===== src/rtl/wdt_pkg.sv =====
package wdt_pkg;
  localparam logic [31:0] ARM_WORD   = 32'h00BE_0000;
  localparam logic [7:0]  KEY_BYTE   = 8'hDC;

  typedef struct packed {
    logic load;    // accepted keyed write this cycle
    logic rdCtrl;  // address selects control word
    logic rdStat;  // address selects status word
  } wdtStrb_t;
endpackage


===== src/rtl/wdt_ctrl.sv =====
module wdt_ctrl
  import wdt_pkg::*;
#(
  parameter int ADDR_W   = 4,
  parameter int CTRL_OFF = 0,
  parameter int STAT_OFF = 8
) (
  input  logic              clk,
  input  logic              rstN,
  input  logic              wrEn,
  input  logic [ADDR_W-1:0] addr,
  input  logic [31:0]       wrData,
  output wdtStrb_t          strb
);
  localparam logic [ADDR_W-1:0] CTRL_A = ADDR_W'(CTRL_OFF);
  localparam logic [ADDR_W-1:0] STAT_A = ADDR_W'(STAT_OFF);

  logic armedQ;
  logic isCtrl;
  logic armHit;

  assign isCtrl = (addr == CTRL_A);
  assign armHit = wrEn && isCtrl && !armedQ && (wrData == ARM_WORD);

  always_ff @(posedge clk) begin
    if (!rstN)     armedQ <= 1'b0;
    else if (wrEn) armedQ <= armHit;
  end

  always_comb begin
    strb.load   = wrEn && isCtrl && armedQ && (wrData[23:16] == KEY_BYTE);
    strb.rdCtrl = isCtrl;
    strb.rdStat = (addr == STAT_A);
  end

  AST_ARM_ON_WORD: assert property (@(posedge clk) disable iff (!rstN)
    (wrEn && isCtrl && !armedQ && wrData == ARM_WORD) |=> armedQ);
  AST_DISARM_AFTER_WRITE: assert property (@(posedge clk) disable iff (!rstN)
    (wrEn && armedQ) |=> !armedQ);
  AST_IDLE_KEEPS_ARM: assert property (@(posedge clk) disable iff (!rstN)
    (!wrEn) |=> $stable(armedQ));
endmodule


===== src/rtl/wdt_datapath.sv =====
module wdt_datapath
  import wdt_pkg::*;
#(
  parameter int DIV_STEP = 6,
  parameter int CNT_W    = 16
) (
  input  logic        clk,
  input  logic        porRstN,
  input  logic        sysRstN,
  input  wdtStrb_t    strb,
  input  logic [31:0] wrData,
  output logic [31:0] rdData,
  output logic        resetReq
);
  localparam int PRE_W = (3 * DIV_STEP > 0) ? 3 * DIV_STEP : 1;
  localparam int NSEL  = 4;

  logic             rstAll;
  logic             cfgEn;
  logic [1:0]       cfgPwr;
  logic [1:0]       cfgDiv;
  logic [CNT_W-1:0] cfgReload;
  logic [CNT_W-1:0] cnt;
  logic [PRE_W-1:0] pre;
  logic [PRE_W-1:0] limTab [NSEL];
  logic [PRE_W-1:0] divMax;
  logic             stopped;
  logic             causeQ;
  logic             reqQ;
  logic             running;
  logic             tick;
  logic             expire;
  logic [31:0]      ctrlWord;
  logic [31:0]      statWord;

  assign rstAll = porRstN & sysRstN;

  for (genvar g = 0; g < NSEL; g++) begin : g_lim
    assign limTab[g] = PRE_W'((64'd1 << (g * DIV_STEP)) - 64'd1);
  end

  assign divMax  = limTab[cfgDiv];
  assign running = cfgEn && !stopped;
  assign tick    = running && (pre == divMax);
  assign expire  = !strb.load && tick && (cnt <= CNT_W'(1));

  // configuration word
  always_ff @(posedge clk) begin
    if (!rstAll) begin
      cfgEn     <= 1'b0;
      cfgPwr    <= 2'b00;
      cfgDiv    <= 2'b00;
      cfgReload <= '0;
    end else if (strb.load) begin
      cfgEn     <= wrData[31];
      cfgPwr    <= wrData[27:26];
      cfgDiv    <= wrData[25:24];
      cfgReload <= wrData[CNT_W-1:0];
    end
  end

  // prescaler
  always_ff @(posedge clk) begin
    if (!rstAll)        pre <= '0;
    else if (strb.load) pre <= '0;
    else if (running)   pre <= (pre == divMax) ? '0 : pre + PRE_W'(1);
  end

  // down-counter and request
  always_ff @(posedge clk) begin
    if (!rstAll) begin
      cnt     <= '0;
      stopped <= 1'b0;
      reqQ    <= 1'b0;
    end else begin
      reqQ <= 1'b0;
      if (strb.load) begin
        cnt     <= wrData[CNT_W-1:0];
        stopped <= 1'b0;
      end else if (expire) begin
        cnt     <= '0;
        stopped <= 1'b1;
        reqQ    <= 1'b1;
      end else if (tick) begin
        cnt <= cnt - CNT_W'(1);
      end
    end
  end

  // sticky cause flag, kept across warm reset
  always_ff @(posedge clk) begin
    if (!porRstN)                causeQ <= 1'b0;
    else if (strb.load)          causeQ <= 1'b0;
    else if (sysRstN && expire)  causeQ <= 1'b1;
  end

  assign ctrlWord = {cfgEn, 3'b000, cfgPwr, cfgDiv, 8'h00, 16'(cfgReload)};
  assign statWord = {cfgEn, causeQ, 14'h0000, 16'(cnt)};

  always_comb begin
    if (strb.rdCtrl)      rdData = ctrlWord;
    else if (strb.rdStat) rdData = statWord;
    else                  rdData = '0;
  end

  assign resetReq = reqQ;

  AST_REQ_ONE_CYCLE: assert property (@(posedge clk) disable iff (!rstAll)
    reqQ |=> !reqQ);
  AST_REQ_SETS_CAUSE: assert property (@(posedge clk) disable iff (!rstAll)
    reqQ |-> causeQ);
  AST_CFG_HOLD: assert property (@(posedge clk) disable iff (!rstAll)
    !strb.load |=> $stable(ctrlWord));
  AST_STEP_BY_ONE: assert property (@(posedge clk) disable iff (!rstAll)
    (running && !strb.load) |=> (cnt == $past(cnt) || cnt == $past(cnt) - CNT_W'(1)));
  AST_IDLE_HOLD: assert property (@(posedge clk) disable iff (!rstAll)
    (!cfgEn && !strb.load) |=> ($stable(cnt) && !reqQ));
  AST_STOP_AT_ZERO: assert property (@(posedge clk) disable iff (!rstAll)
    (stopped && !strb.load) |=> (cnt == '0));
endmodule


===== src/rtl/keyed_wdt.sv =====
module keyed_wdt
  import wdt_pkg::*;
#(
  parameter int ADDR_W   = 4,
  parameter int DIV_STEP = 6,
  parameter int CNT_W    = 16
) (
  input  logic              clk,
  input  logic              porRstN,
  input  logic              sysRstN,
  input  logic              wrEn,
  input  logic [ADDR_W-1:0] addr,
  input  logic [31:0]       wrData,
  output logic [31:0]       rdData,
  output logic              resetReq
);
  wdtStrb_t strb;
  logic     ctrlRstN;

  assign ctrlRstN = porRstN & sysRstN;

  wdt_ctrl #(.ADDR_W(ADDR_W), .CTRL_OFF(0), .STAT_OFF(8)) i_ctrl (
    .clk    (clk),
    .rstN   (ctrlRstN),
    .wrEn   (wrEn),
    .addr   (addr),
    .wrData (wrData),
    .strb   (strb)
  );

  wdt_datapath #(.DIV_STEP(DIV_STEP), .CNT_W(CNT_W)) i_dp (
    .clk      (clk),
    .porRstN  (porRstN),
    .sysRstN  (sysRstN),
    .strb     (strb),
    .wrData   (wrData),
    .rdData   (rdData),
    .resetReq (resetReq)
  );
endmodule


===== config.mk =====
export PLATFORM = sky130hd
export DESIGN_NAME = keyed_wdt
export DESIGN_NICKNAME = d
export VERILOG_FILES = /design/src/rtl/wdt_pkg.sv /design/src/rtl/wdt_ctrl.sv /design/src/rtl/wdt_datapath.sv /design/src/rtl/keyed_wdt.sv
export SDC_FILE = /design/constraint.sdc
export NUM_CORES = 1
export LEC_CHECK = 0
export BUFFER_PORTS_ARGS = -buffer_cell sky130_fd_sc_hd__buf_2
export CORE_ASPECT_RATIO = 0.9
export CORE_MARGIN = 8
export CORE_UTILIZATION = 49
export CTS_BUF_LIST = sky130_fd_sc_hd__clkbuf_8 sky130_fd_sc_hd__clkbuf_16
export DETAILED_ROUTE_END_ITERATION = 16
export PLACE_DENSITY = 0.76
export SETUP_SLACK_MARGIN = 0.4
export SLEW_MARGIN = 40
export SYNTH_ARGS = -nofsm -noshare
export SYNTH_HDL_FRONTEND = slang
export SYNTH_SLANG_ARGS = --single-unit

===== constraint.sdc =====
create_clock -name clk -period 2.2 [get_ports clk]
set_input_delay 0.33 -clock clk [delete_from_list [all_inputs] [get_ports clk]]
set_output_delay 0.33 -clock clk [all_outputs]
set_load 0.02 [all_outputs]

======== After elaboration in Yosys (flattened, before gate mapping) ========
Cells that the tools add are included.
cells by class
  equal/unequal tests ..................... 4
  reduce and logical (&&, ||, !) cells .... 17
  bitwise logic cells ..................... 4
  $lt $le $gt $ge ......................... 2
  add/sub/neg operators ................... 2
  mux-type cells .......................... 10
operators with widths
  operator                                                                number
  32-bit 2-to-1 mux                                                       2
  18-bit 2-to-1 mux                                                       3
  16-bit 2-to-1 mux                                                       3
  18-bit binary-select mux with 2-bit select                              1
  32-bit by 24-bit == test with 1-bit output, second input constant       1
  18-bit by 1-bit adder with 18-bit output, second input constant         1
  18-bit == test                                                          1
  16-bit by 1-bit <= comparator with 1-bit output, second input constant  1
  16-bit by 1-bit subtractor with 16-bit output, second input constant    1
  1-bit logical AND                                                       10
  8-bit == test, second input constant                                    1
  4-bit == test, second input constant                                    1
  4-bit logical NOT                                                       1
  2-bit OR reduction                                                      2
  3-bit greater-or-equal comparator, second input constant                1
  1-bit logical NOT                                                       3
  2-bit NOT with 3-bit output                                             1
  3-bit nonzero test                                                      1
  1-bit NOT                                                               2
  1-bit bitwise AND                                                       1
  1-bit 2-to-1 mux                                                        1
word-level totals
  register bits after elaboration ......... 59
  bits of input ports ..................... 40
  word-level logic and storage cells ...... 49
  output and inout bits ................... 33

======== Logic depth before layout (Yosys ltp) ========
  depth in word-level cells ............... 10
  mapped depth ............................ 9
  mapped depth without buffers ............ 8

======== By module ========
Synthesis repeated with hierarchy kept, for this count alone.
unflattened totals
  cell total of the unflattened synthesis .. 423
  area total of the unflattened synthesis .. 3259.4 µm²
modules (own cells, without submodules)
  module        cells an instance  seq. area each (µm²)  area each (µm²)  times used
  wdt_datapath  402                1161.1                3089.2           1
  wdt_ctrl      20                 20.0                  163.9            1
  keyed_wdt     1                  0.0                   6.3              1

======== Worst setup path after synthesis ========
Ideal clock, no wire load.
  path type ............................... flip-flop to flip-flop
  from .................................... register i_dp.cnt[0]
  to ...................................... register i_dp.cnt[14]
  path slack .............................. -2 ps
  stages on the path, launching flop included .. 9
  arrival ................................. 2142 ps
  required time ........................... 2140 ps
  buffers on the path ..................... 0
  period minus slack after synthesis ...... 2202 ps
  library setup time ...................... 60 ps
  cells stage by stage .................... dfxtp_1 inv_1 ha_1 or4b_2 nor4_1 nand2_1 or2_2 a21oi_1 a221o_1
between the ends
  longest elaborated chain between the ends .. 4
  elaborated cells on any way between the ends .. 7
  classes of those cells .................. 1 x add/sub; 1 x order compare; 3 x mux; 2 x reduce/logical
RTL lines
  item                                                                                                              RTL line                                source
  start, declared                                                                                                   wdt_datapath.sv:23                      logic [CNT_W-1:0] cnt;
  start signal, assigned                                                                                            wdt_datapath.sv:78                      cnt <= wrData[CNT_W-1:0];
  start signal, assigned                                                                                            wdt_datapath.sv:85                      cnt <= cnt - CNT_W'(1);
  16-bit by 1-bit subtractor with 16-bit output or 16-bit by 1-bit <= comparator with 1-bit output (tied branches)  wdt_datapath.sv:85, wdt_datapath.sv:45
  16-bit 2-to-1 mux or 1-bit logical AND (tied branches)                                                            wdt_datapath.sv:84, wdt_datapath.sv:45
  16-bit 2-to-1 mux                                                                                                 wdt_datapath.sv:80                      end else if (expire) begin
  16-bit 2-to-1 mux                                                                                                 wdt_datapath.sv:77                      if (strb.load) begin
Parallel ways exist; a longest one is shown, timed or not. The select of a mux whose other input is x is not followed.
A chain may end at the register's enable or synchronous reset.

======== Worst setup path in the final report ========
  from .................................... register i_dp.pre[10]
  to ...................................... register i_dp.cnt[4]
between the ends
  longest elaborated chain between the ends .. 6
  elaborated cells on any way between the ends .. 7
  classes of those cells .................. 1 x eq/ne; 2 x mux; 4 x reduce/logical
RTL lines
  item                            RTL line            source
  start, declared                 wdt_datapath.sv:24  logic [PRE_W-1:0] pre;
  start signal, assigned          wdt_datapath.sv:66  else if (running) pre <= (pre == divMax) ? '0 : pre + PRE_W'(1);
  18-bit == test (*)              wdt_datapath.sv:44  assign tick = running && (pre == divMax);
  1-bit logical AND (*)           wdt_datapath.sv:44
  1-bit logical AND (2 in a row)  wdt_datapath.sv:45  assign expire = !strb.load && tick && (cnt <= CNT_W'(1));
  16-bit 2-to-1 mux               wdt_datapath.sv:80
  16-bit 2-to-1 mux               wdt_datapath.sv:77
Mark *: on every way between the ends. The rest lies on a longest branch, timed or not.

==> results summary <==
IR analysis of the VDD net gives a maximum drop of 0.000478 V. In this run the critical register-to-register path is launched from i_dp.pre[10]. The area of the multi-input gates is 2250 um^2. The type of origin of the critical path is a flip-flop. The buffer depth of the longest clock path came out at 2. The floorplan step defined a core boundary enclosing 6520 um^2. The part of the cycle the worst path needs is 98.8%. Headroom to the max-slew limit came out at 64.6%. The number of DRC markers in iteration 0 is 298. The total wire length is 11400 um. The instance count of the mapped netlist came out at 415. The initial antenna violation count is 0. In the layout the commonest cells are nand2_1 (67), buf_2 (62), buf_4 (52), dfxtp_1 (49), nor2_1 (39). The overall via count from detail_route came out at 3672. The initial cell density of the core came out at 50.0%. The mean area per synthesized cell is 7.85 um^2. The run finished with clean final reports.

The shortest period the worst path allows came out at 2.17 ns. After detailed routing, the average wire length per cell comes to 18.1 um. The launch point of the worst hold path is wrData[25]. The total I/O pin count came out at 73. Walking the worst path, the cells encountered are or4_4, o22ai_4, nor3b_4, nand2_2, or4_1, a31oi_1.

The total CTS buffers is 9. The number of warnings reported in the yosys synthesis log is 0. The maximum fanout along the worst path is 5. Leaving out fill and tap cells, the most frequent cell in the layout is nand2_1. The worst reg-to-reg setup slack came out at 0.03 ns. Setup repair after global routing could not meet its margin everywhere. In this run the remaining antenna-violating nets after routing total 0.

The count of endpoints failing hold in the final timing report is 0. The standard-cell row count came out at 28. The CTS tree is built.

The first global-routing pass estimated 17500 um of wire. Global routing used 23.2% of the available tracks. The die width came out at 102 um. CTS built an H-tree with a depth of 3. The power after layout came out at 2.27 mW.

The critical path starts at i_dp.pre[10]. The aggregate global routing overflow came out at 0. The post-synthesis to final-layout area growth came out at 44.5%. The number of flops mapped to enable cells by yosys is 0. The number of buffers inserted by hold repair at cts is 0. The final setup violation count came out at 0.

In this run the cell area of the synthesized design comes to 3260 um^2. Data on the critical path arrives at its endpoint at 2.45 ns. For this run, the slowest stage of the critical path takes 0.56 ns. The tree is rooted in a clkbuf_8.

In the routed design, unresolved DRC markers number 0. The die footprint is 9520 um^2. After routing the design area is 4710 um^2. The final weighted congestion of routability-driven global placement came out at 0.926. The count of buffers inserted at the top-level ports came out at 62. The number of optimization iterations in the first detailed-route pass is 5. The required time at the endpoint of the critical path is 2.48 ns. The kind of capture point of the worst setup path is a flip-flop.

The count of clock tree sinks is 59. Summing all placed instances gives a cell area of 3940 um^2. The utilization after layout is 72.3%.

Based on the critical path, the design can be clocked at up to 460 MHz. The filler cells instantiated in the layout total 489. The average vias per placed instance is 5.85. The maximum clock skew at final layout is 0.00896 ns.

The slew at the pin closest to its max-slew limit came out at 0.527 ns. The share of final-layout standard cells stronger than drive strength 1 is 37.9%. For this run, the leading register cell type out of synthesis is dfxtp_1.

The post-synthesis register bit count came out at 59. The clock transition at the register clock pins on the worst setup and hold paths after CTS is 0.07 ns. The tightest min-delay check is of the input port to flip-flop type. After the last flow step, the layout net total stands at 576. For the worst-skew pair, the clock arrives at the later sink with an insertion delay of 0.35 ns.

Entering global routing, the biggest net connects 29 pins. The max-slew violation count was 0. The category of the critical setup timing path is flip-flop to flip-flop. The total inserted antenna cells is 0. Across the run, the number of max-cap violations was 0.

Detailed placement ended at an HPWL of 7560 um. The power per cell area is 482 nW/um^2. The leakage dissipation came out at 1.97 nW. Setup total negative slack on the finished layout was measured at 0 ns. The number of global-route vias before repair is 3616.

The number of library cell types mapped by synthesis came out at 56. The sequential cell area fraction in the yosys report came out at 36.3%. Among all stages on the critical path, the largest delay is contributed by or4_4. The post-synthesis async set-or-reset flop share came out at 0%. The floorplan die height came out at 93.4 um. Registers take 1190 um^2.
## where the power goes
| part | internal (mW) | total [mW] | switching (mW) |
|---|---|---|---|
| Clock | 0.578 | 1.03 | 0.451 |
| Combinational | 0.0751 | 0.174 | 0.0989 |
| Sequential | 1.07 | 1.07 | 0.0000000000000824 |
## final timing paths
| path | end | cells after the start |
|---|---|---|
| hold / removal | i_dp.cfgDiv[1] | 3 |
| setup / recovery | i_dp.cnt[4] | 6 |
| setup reg to reg | i_dp.cnt[4] | 6 |
| hold reg to reg | i_dp.cfgReload[15] | 2 |
## cell type report
type,instances,share of cell area (%)
Inverter,6,0.478
Multi-Input combinational cell,329,47.8
Sequential cell,59,25.4
Clock buffer,11,3.22
Clock inverter,5,1.12
Tap cell,90,2.39
Timing Repair Buffer,128,19.6
## worst max-delay path: cells and delay by family, from the launching register on
| family | cells | cell delay, ns |
|---|---|---|
| compound gates | 2 | 0.31 |
| flops | 1 | 0.33 |
| simple gates | 4 | 1.47 |
## cell usage after synthesis, types with 10 or more instances
master    count  share of area, %
a21oi_1      30               4.6
and2_1       10               1.9
buf_4        10               2.3
clkbuf_1     14               1.6
dfxtp_1      59                36
mux2i_1      17               5.2
nand2_1      70               8.1
nand4_1      11               2.1
nor2_1       55               6.3
nor4_1       15               2.9
xnor2_1      12               3.2
## routing by layer
metal	up-vias	routed length, um	share of wire [%]	track usage (%)
met5	-	0	0	0
met4	0	277	2.4	11.5
met3	31	1010	8.9	4.16
met2	214	5140	45	36.0
met1	1728	4920	43	30.1
li1	1699	-	-	-
## state kept, by name, summed over array words and instances (netlist names)
register and count:
i_ctrl.armedQ 1, i_dp.causeQ 1, i_dp.cfgDiv 2, i_dp.cfgEn 1, i_dp.cfgPwr 2, i_dp.cfgReload 16
i_dp.cnt 16, i_dp.pre 18, i_dp.resetReq 1, i_dp.stopped 1
## kinds of logic after synthesis
kind of cell	Yosys count	share of synthesized area, %
and+or+nand+nor	212	32.4
adders and majority gates	3	1.15
other	1	0.115
DFF	59	36.3
muxes	17	5.22
xor gates and xnor gates	18	4.84
AOI/OAI and AO/OA	69	14.4
buffers and inverters	36	5.64
## per-stage QoR
stage	hold WS [ns]	instances	worst slack [ns]
final	0.222	628	0.0258
after global routing	0.239	628	-0.0496
after CTS	0.218	624	0.0842
after detailed placement	0.444	589	0.0108
after global placement	0.435	589	0.0921
after floorplan	0.427	424	0.189
## repair_timing
item | 4_1_cts | 5_1_grt
resized for setup | 33 | 46
gates cloned | 3 | 0
setup buffers | 16 | 4
setup endpoints to repair | 37 | 38
pin swaps | 20 | 15
Note: power is estimated with default switching activity, not from simulation.
